$ cat src/rtl/tls_pkg.sv
package tls_pkg;
  // What one storage node loads at the next clock edge.
  typedef enum logic [1:0] {
    ACT_KEEP      = 2'd0,  // keep own (post-removal) view
    ACT_TAKE_NEW  = 2'd1,  // capture the broadcast entry
    ACT_TAKE_PREV = 2'd2   // take the headward neighbour's view
  } node_act_e;
endpackage

$ cat src/rtl/tls_precedes.sv
// Strict ordering test: high when tag a must sort ahead of tag b.
// Strictness keeps equal tags in arrival order.
module tls_precedes #(
  parameter int TAG_W   = 8,
  parameter bit DESCEND = 1'b0
) (
  input  logic [TAG_W-1:0] a,
  input  logic [TAG_W-1:0] b,
  output logic             ahead
);
  generate
    if (DESCEND) begin : g_desc
      assign ahead = (a > b);
    end else begin : g_asc
      assign ahead = (a < b);
    end
  endgenerate
endmodule

$ cat src/rtl/tls_node.sv
// One sorter node. It sees the broadcast entry, its own post-removal view
// and its headward neighbour's view and flag, and nothing else.
module tls_node
  import tls_pkg::*;
#(
  parameter int TAG_W   = 8,
  parameter int DATA_W  = 8,
  parameter bit DESCEND = 1'b0
) (
  input  logic              clk,
  input  logic              rst_n,
  input  logic              ins_en,
  input  logic [TAG_W-1:0]  new_tag,
  input  logic [DATA_W-1:0] new_data,
  input  logic              cur_v,
  input  logic [TAG_W-1:0]  cur_tag,
  input  logic [DATA_W-1:0] cur_data,
  input  logic              prev_v,
  input  logic [TAG_W-1:0]  prev_tag,
  input  logic [DATA_W-1:0] prev_data,
  input  logic              prev_behind,
  output logic              behind,
  output logic              q_v,
  output logic [TAG_W-1:0]  q_tag,
  output logic [DATA_W-1:0] q_data
);
  logic      new_ahead;
  node_act_e act;

  tls_precedes #(.TAG_W(TAG_W), .DESCEND(DESCEND)) u_cmp (
    .a     (new_tag),
    .b     (cur_tag),
    .ahead (new_ahead)
  );

  // An empty node always sorts after a real entry.
  assign behind = ins_en && (!cur_v || new_ahead);

  always_comb begin
    if (!behind)          act = ACT_KEEP;
    else if (prev_behind) act = ACT_TAKE_PREV;
    else                  act = ACT_TAKE_NEW;
  end

  always_ff @(posedge clk or negedge rst_n) begin
    if (!rst_n) begin
      q_v    <= 1'b0;
      q_tag  <= '0;
      q_data <= '0;
    end else begin
      unique case (act)
        ACT_TAKE_NEW: begin
          q_v    <= 1'b1;
          q_tag  <= new_tag;
          q_data <= new_data;
        end
        ACT_TAKE_PREV: begin
          q_v    <= prev_v;
          q_tag  <= prev_tag;
          q_data <= prev_data;
        end
        default: begin
          q_v    <= cur_v;
          q_tag  <= cur_tag;
          q_data <= cur_data;
        end
      endcase
    end
  end
endmodule

$ cat src/rtl/tls_stall_buf.sv
// Single-entry park for an entry that arrives while the list has no room.
module tls_stall_buf #(
  parameter int TAG_W  = 8,
  parameter int DATA_W = 8
) (
  input  logic              clk,
  input  logic              rst_n,
  input  logic              in_valid,
  input  logic [TAG_W-1:0]  in_tag,
  input  logic [DATA_W-1:0] in_data,
  input  logic              room,
  output logic              in_ready,
  output logic              cand_v,
  output logic [TAG_W-1:0]  cand_tag,
  output logic [DATA_W-1:0] cand_data
);
  logic              park_v;
  logic [TAG_W-1:0]  park_tag;
  logic [DATA_W-1:0] park_data;

  assign in_ready  = !park_v;
  assign cand_v    = park_v || in_valid;
  assign cand_tag  = park_v ? park_tag  : in_tag;
  assign cand_data = park_v ? park_data : in_data;

  always_ff @(posedge clk or negedge rst_n) begin
    if (!rst_n) begin
      park_v    <= 1'b0;
      park_tag  <= '0;
      park_data <= '0;
    end else if (park_v) begin
      if (room) park_v <= 1'b0;
    end else if (in_valid && !room) begin
      park_v    <= 1'b1;
      park_tag  <= in_tag;
      park_data <= in_data;
    end
  end
endmodule

$ cat src/rtl/tagged_linear_sorter.sv
module tagged_linear_sorter #(
  parameter int DEPTH   = 16,
  parameter int TAG_W   = 8,
  parameter int DATA_W  = 8,
  parameter bit DESCEND = 1'b0
) (
  input  logic              clk,
  input  logic              rst_n,
  input  logic              in_valid,
  output logic              in_ready,
  input  logic [TAG_W-1:0]  in_tag,
  input  logic [DATA_W-1:0] in_data,
  output logic              out_valid,
  input  logic              out_ready,
  output logic [TAG_W-1:0]  out_tag,
  output logic [DATA_W-1:0] out_data,
  output logic              full
);
  localparam int LAST = DEPTH - 1;

  logic [DEPTH-1:0]       q_v;
  logic [TAG_W-1:0]       q_tag  [DEPTH];
  logic [DATA_W-1:0]      q_data [DEPTH];
  logic [DEPTH*TAG_W-1:0] q_tag_flat;

  // Post-removal view of each node.
  logic [DEPTH-1:0]  v_v;
  logic [TAG_W-1:0]  v_tag  [DEPTH];
  logic [DATA_W-1:0] v_data [DEPTH];
  logic [DEPTH-1:0]  behind;

  logic              pop, room, ins_en, cand_v;
  logic [TAG_W-1:0]  cand_tag;
  logic [DATA_W-1:0] cand_data;

  assign out_valid = q_v[0];
  assign out_tag   = q_tag[0];
  assign out_data  = q_data[0];
  assign full      = q_v[LAST];
  assign pop       = out_valid && out_ready;
  assign room      = !full || pop;
  assign ins_en    = cand_v && room;

  tls_stall_buf #(.TAG_W(TAG_W), .DATA_W(DATA_W)) u_park (
    .clk       (clk),
    .rst_n     (rst_n),
    .in_valid  (in_valid),
    .in_tag    (in_tag),
    .in_data   (in_data),
    .room      (room),
    .in_ready  (in_ready),
    .cand_v    (cand_v),
    .cand_tag  (cand_tag),
    .cand_data (cand_data)
  );

  generate
    for (genvar i = 0; i < DEPTH; i++) begin : g_node
      assign q_tag_flat[i*TAG_W +: TAG_W] = q_tag[i];

      if (i == LAST) begin : g_tail
        assign v_v[i]    = pop ? 1'b0 : q_v[i];
        assign v_tag[i]  = q_tag[i];
        assign v_data[i] = q_data[i];
      end else begin : g_mid
        assign v_v[i]    = pop ? q_v[i+1]    : q_v[i];
        assign v_tag[i]  = pop ? q_tag[i+1]  : q_tag[i];
        assign v_data[i] = pop ? q_data[i+1] : q_data[i];
      end

      logic              pv, pb;
      logic [TAG_W-1:0]  pt;
      logic [DATA_W-1:0] pd;
      if (i == 0) begin : g_head
        assign pv = 1'b0;
        assign pt = '0;
        assign pd = '0;
        assign pb = 1'b0;
      end else begin : g_link
        assign pv = v_v[i-1];
        assign pt = v_tag[i-1];
        assign pd = v_data[i-1];
        assign pb = behind[i-1];
      end

      tls_node #(.TAG_W(TAG_W), .DATA_W(DATA_W), .DESCEND(DESCEND)) u_node (
        .clk         (clk),
        .rst_n       (rst_n),
        .ins_en      (ins_en),
        .new_tag     (cand_tag),
        .new_data    (cand_data),
        .cur_v       (v_v[i]),
        .cur_tag     (v_tag[i]),
        .cur_data    (v_data[i]),
        .prev_v      (pv),
        .prev_tag    (pt),
        .prev_data   (pd),
        .prev_behind (pb),
        .behind      (behind[i]),
        .q_v         (q_v[i]),
        .q_tag       (q_tag[i]),
        .q_data      (q_data[i])
      );
    end
  endgenerate
endmodule

$ cat config.mk
export PLATFORM = sky130hd
export DESIGN_NAME = tagged_linear_sorter
export DESIGN_NICKNAME = d
export VERILOG_FILES = /design/src/rtl/tls_pkg.sv /design/src/rtl/tls_precedes.sv /design/src/rtl/tls_node.sv /design/src/rtl/tls_stall_buf.sv /design/src/rtl/tagged_linear_sorter.sv
export SDC_FILE = /design/constraint.sdc
export NUM_CORES = 1
export LEC_CHECK = 0
export ABC_AREA = 1
export ABC_CLOCK_PERIOD_IN_PS = 4200
export BUFFER_PORTS_ARGS = -buffer_cell sky130_fd_sc_hd__buf_2
export CORE_ASPECT_RATIO = 1.5
export CORE_MARGIN = 2
export CORE_UTILIZATION = 40
export CTS_BUF_LIST = sky130_fd_sc_hd__clkbuf_8
export CTS_CLUSTER_SIZE = 40
export DETAILED_ROUTE_END_ITERATION = 8
export PLACE_DENSITY = 0.61
export SETUP_SLACK_MARGIN = 0.05
export SLEW_MARGIN = 20
export SYNTH_ARGS = -nofsm -noshare
export SYNTH_HDL_FRONTEND = slang
export SYNTH_HIERARCHICAL = 1
export SYNTH_SLANG_ARGS = --single-unit
$ cat constraint.sdc
create_clock -name clk -period 4.2 [get_ports clk]
set_clock_uncertainty 0.05 [all_clocks]
set_input_delay 0.63 -clock clk [delete_from_list [all_inputs] [get_ports clk]]
set_output_delay 0.63 -clock clk [all_outputs]
set_load 0.02 [all_outputs]
==> out/qor.yml <==
placed_design:
  port_buffers: 38
  placedCellCount: 3625
  dp_hpwl_um: 47800
  place.gp.congestion: 0.871
  dp_worst_setup_slack_ns: 0.337
synth:
  yosysUniqueCellTypes: 20
  seq_area_frac_synth: 0.331
  synth_seq_cells: 289
  ys.warnings.count: 6
  netlist_area_um2: 21800
  synth.avg_cell_area_um2: 7.09
  netlist_instances: 3078
critical_path:
  crit_start: "u_park/park_v$_DFF_PN0_"
  cp.arrival_ns: 4.21
  critPathKind: "reg -> reg"
  reg2regPathDepth: 15
  rrSetupSlack_ns: 0.39
  crit_required_ns: 4.60
  r2r-end: "g_node[6].u_node/q_data[6]$_DFF_PN0_"
  cp_max_fo: 36
  timing.rr.start: "u_park/park_v$_DFF_PN0_"
  start_kind: "flop"
  worst_setup_path_end_kind: "flop"
layout:
  fill_cells: 5674
  drive_gt1_frac: 0.0809
  final_cells: 3707
  area_growth_pct: 4.92
  nNetsFinal: 3118
timing:
  max_freq_mhz: 263
  worst_pin_slew_ns: 1.14
  rsz0062_at_grt: "no"
  fin_tns_setup_ns: 0
  setup_slack_ns: 0.393
  slew_headroom: 0.236
  finalSetupViolations: 0
  report.final.slew_viol_count: 0
  finalCritPeriodShare: 0.906
  period_needed_ns: 3.81
  hold_violations: 0
route:
  num_vias: 21800
  drt-initial-drc-count: 2026
  routed_via_density: 5.89
  drc: 0
  drt_wl_total_um: 71200
  wire_per_inst_um: 19.2
  ant_nets: 0
  first_pass_iters: 6
floorplanning:
  die_h_um: 290
  die_x_um: 195
  dieArea_um2: 56500
  fp-row-count: 104
  core_region_area_um2: 53700
  io_pins: 39
  start_util: 0.406
grt:
  grt_util_met2: 0.455
  busiest_layer: "met2"
  grt_overflow: 0
  grt_pass1_vias: 21900
  antenna_found_initial: 1
  grt_usage: 0.250
  met3_usage: 0.0244
  met1_usage: 0.290
  grt_max_degree: 124
  grt_pass1_wl_um: 116000
clocking:
  cts_setup_buffers: 0
  cts-root-buf: "clkbuf_8"
  clkLatencyLatePin_ns: 0.61
  cts_hold_buffers: 0
  htree_levels: 2
  cts_resized: 0
  tritoncts: "yes"
  cts_buffer_depth: 3
  cts.clk_slew.worst_paths_ns: 0.06
  cts.sinks: 289
  cts_buffers: 48
power_and_ir_drop:
  ir_worst_vdd_mv: 0.626
  finalPower_mw: 20.7
  p_per_area_nw_per_um2: 903
  power.leakage_nw: 11.7
status:
  outcome: "completed"
worst_hold_path:
  hp-class: "in -> async"
run:
  cap_violations: 0
-- kinds of logic (layout without fill, tap and decap cells) --
kind of cell / Yosys count / count (layout) / share of synthesized area
simple gates: 2094 / 2094 / 0.463
buf+inv: 483 / 405 / 0.119
flops: 289 / 289 / 0.331
compound gates: 99 / 99 / 0.0228
other cells: 1 / 19 / 0.000172
fa+ha+maj: 112 / 112 / 0.0642
-- cell usage in the layout (no fill, tap or decap), types with 17 or more instances in the layout --
cell type | Yosys | layout
a21oi_1 | 66 | 65
nand2_4 | 32 | 33
nand3_1 | 510 | 510
o21ai_0 | 32 | 32
conb_1 | 1 | 18
inv_1 | 196 | 213
nand4_1 | 528 | 528
nand2_1 | 997 | 990
inv_2 | 17 | 17
buf_2 | 169 | 36
dfrtp_1 | 289 | 288
clkbuf_8 | 0 | 61
ha_1 | 112 | 112
buf_12 | 0 | 18
buf_4 | 49 | 54
-- flip-flops by register name (all words and copies together), names as in the netlist --
| register | count |
|---|---|
| g_node.u_node/q_data | 128 |
| g_node.u_node/q_tag | 128 |
| u_park/park_v | 1 |
| u_park/park_data | 8 |
| u_park/park_tag | 8 |
| g_node.u_node/q_v | 16 |
-- cell type report --
cell class | instances | area [µm²] | area share
Timing Repair Buffer | 110 | 975 | 0.0426
Sequential cell | 289 | 7240 | 0.316
Clock buffer | 60 | 826 | 0.0361
Clock inverter | 21 | 88.8 | 0.00388
Multi-Input combinational cell | 2323 | 12100 | 0.528
Inverter | 214 | 811 | 0.0354
Tap cell | 689 | 862 | 0.0376
Antenna cell | 1 | 2.50 | 0.000109
-- Yosys cell counts --
cell type | n | area (µm²)
a21boi_0 | 1 | 7.51
buf_2 | 169 | 846
inv_8 | 1 | 11.3
conb_1 | 1 | 3.75
buf_4 | 49 | 368
nand2_1 | 997 | 3740
nand4_1 | 528 | 3300
nand2_4 | 32 | 360
ha_1 | 112 | 1400
inv_2 | 17 | 63.8
nand3_4 | 1 | 17.5
nand2_2 | 10 | 62.6
o21ai_0 | 32 | 160
clkbuf_1 | 1 | 3.75
a21oi_1 | 66 | 330
buf_6 | 50 | 563
inv_1 | 196 | 736
nor2_1 | 16 | 60.1
dfrtp_1 | 289 | 7230
nand3_1 | 510 | 2550
-- how the worst max path moves through the flow --
stage / to / slack, ns / depth (start not counted)
floorplan: g_node[1].u_node/q_tag[4]$_DFF_PN0_ / 1.17 / 18
global placement: g_node[6].u_node/q_v$_DFF_PN0_ / 0.41 / 16
detailed placement: g_node[2].u_node/q_v$_DFF_PN0_ / 0.34 / 18
CTS: g_node[2].u_node/q_v$_DFF_PN0_ / 0.44 / 16
global route: g_node[2].u_node/q_v$_DFF_PN0_ / 0.09 / 16
finish: g_node[6].u_node/q_data[6]$_DFF_PN0_ / 0.39 / 15
-- stage by stage --
step                area (µm²)  utilization  hold slack, ns
floorplan                21900            -           0.284
global placement         22000        0.409           0.403
detailed placement       22000        0.409           0.409
CTS                      22900        0.426           0.101
global route             22900        0.426           0.159
finish                   22900        0.426          0.0373
-- critical path, stage by stage, from the launching register on --
cell,delay (ns)
dfrtp_1,0.58
inv_8,0.27
nand2_1,0.09
nand2_2,0.42
buf_4,0.40
ha_1,0.29
nand2_1,0.08
o21ai_0,0.09
a21oi_1,0.12
inv_1,0.08
nand2_4,0.27
nand2_4,0.20
inv_1,0.24
inv_2,0.19
nand4_1,0.13
nand3_1,0.11
-- where the power goes --
part           internal, mW  switching (mW)  leakage, nW
clock network          1.27            1.22        0.530
registers              4.07           0.877         3.68
logic                  3.89            9.37         7.53
total                  9.23            11.5         11.7
-- layer usage --
layer  part of all wire  vias up  wire, µm
met5                  0        -         0
met4              0.054        0      3860
met3              0.041      243      2930
met2               0.51      705     36600
met1               0.39    10400     27900
li1                   -    10500         -
No activity file was read; power rests on OpenSTA's default activity.
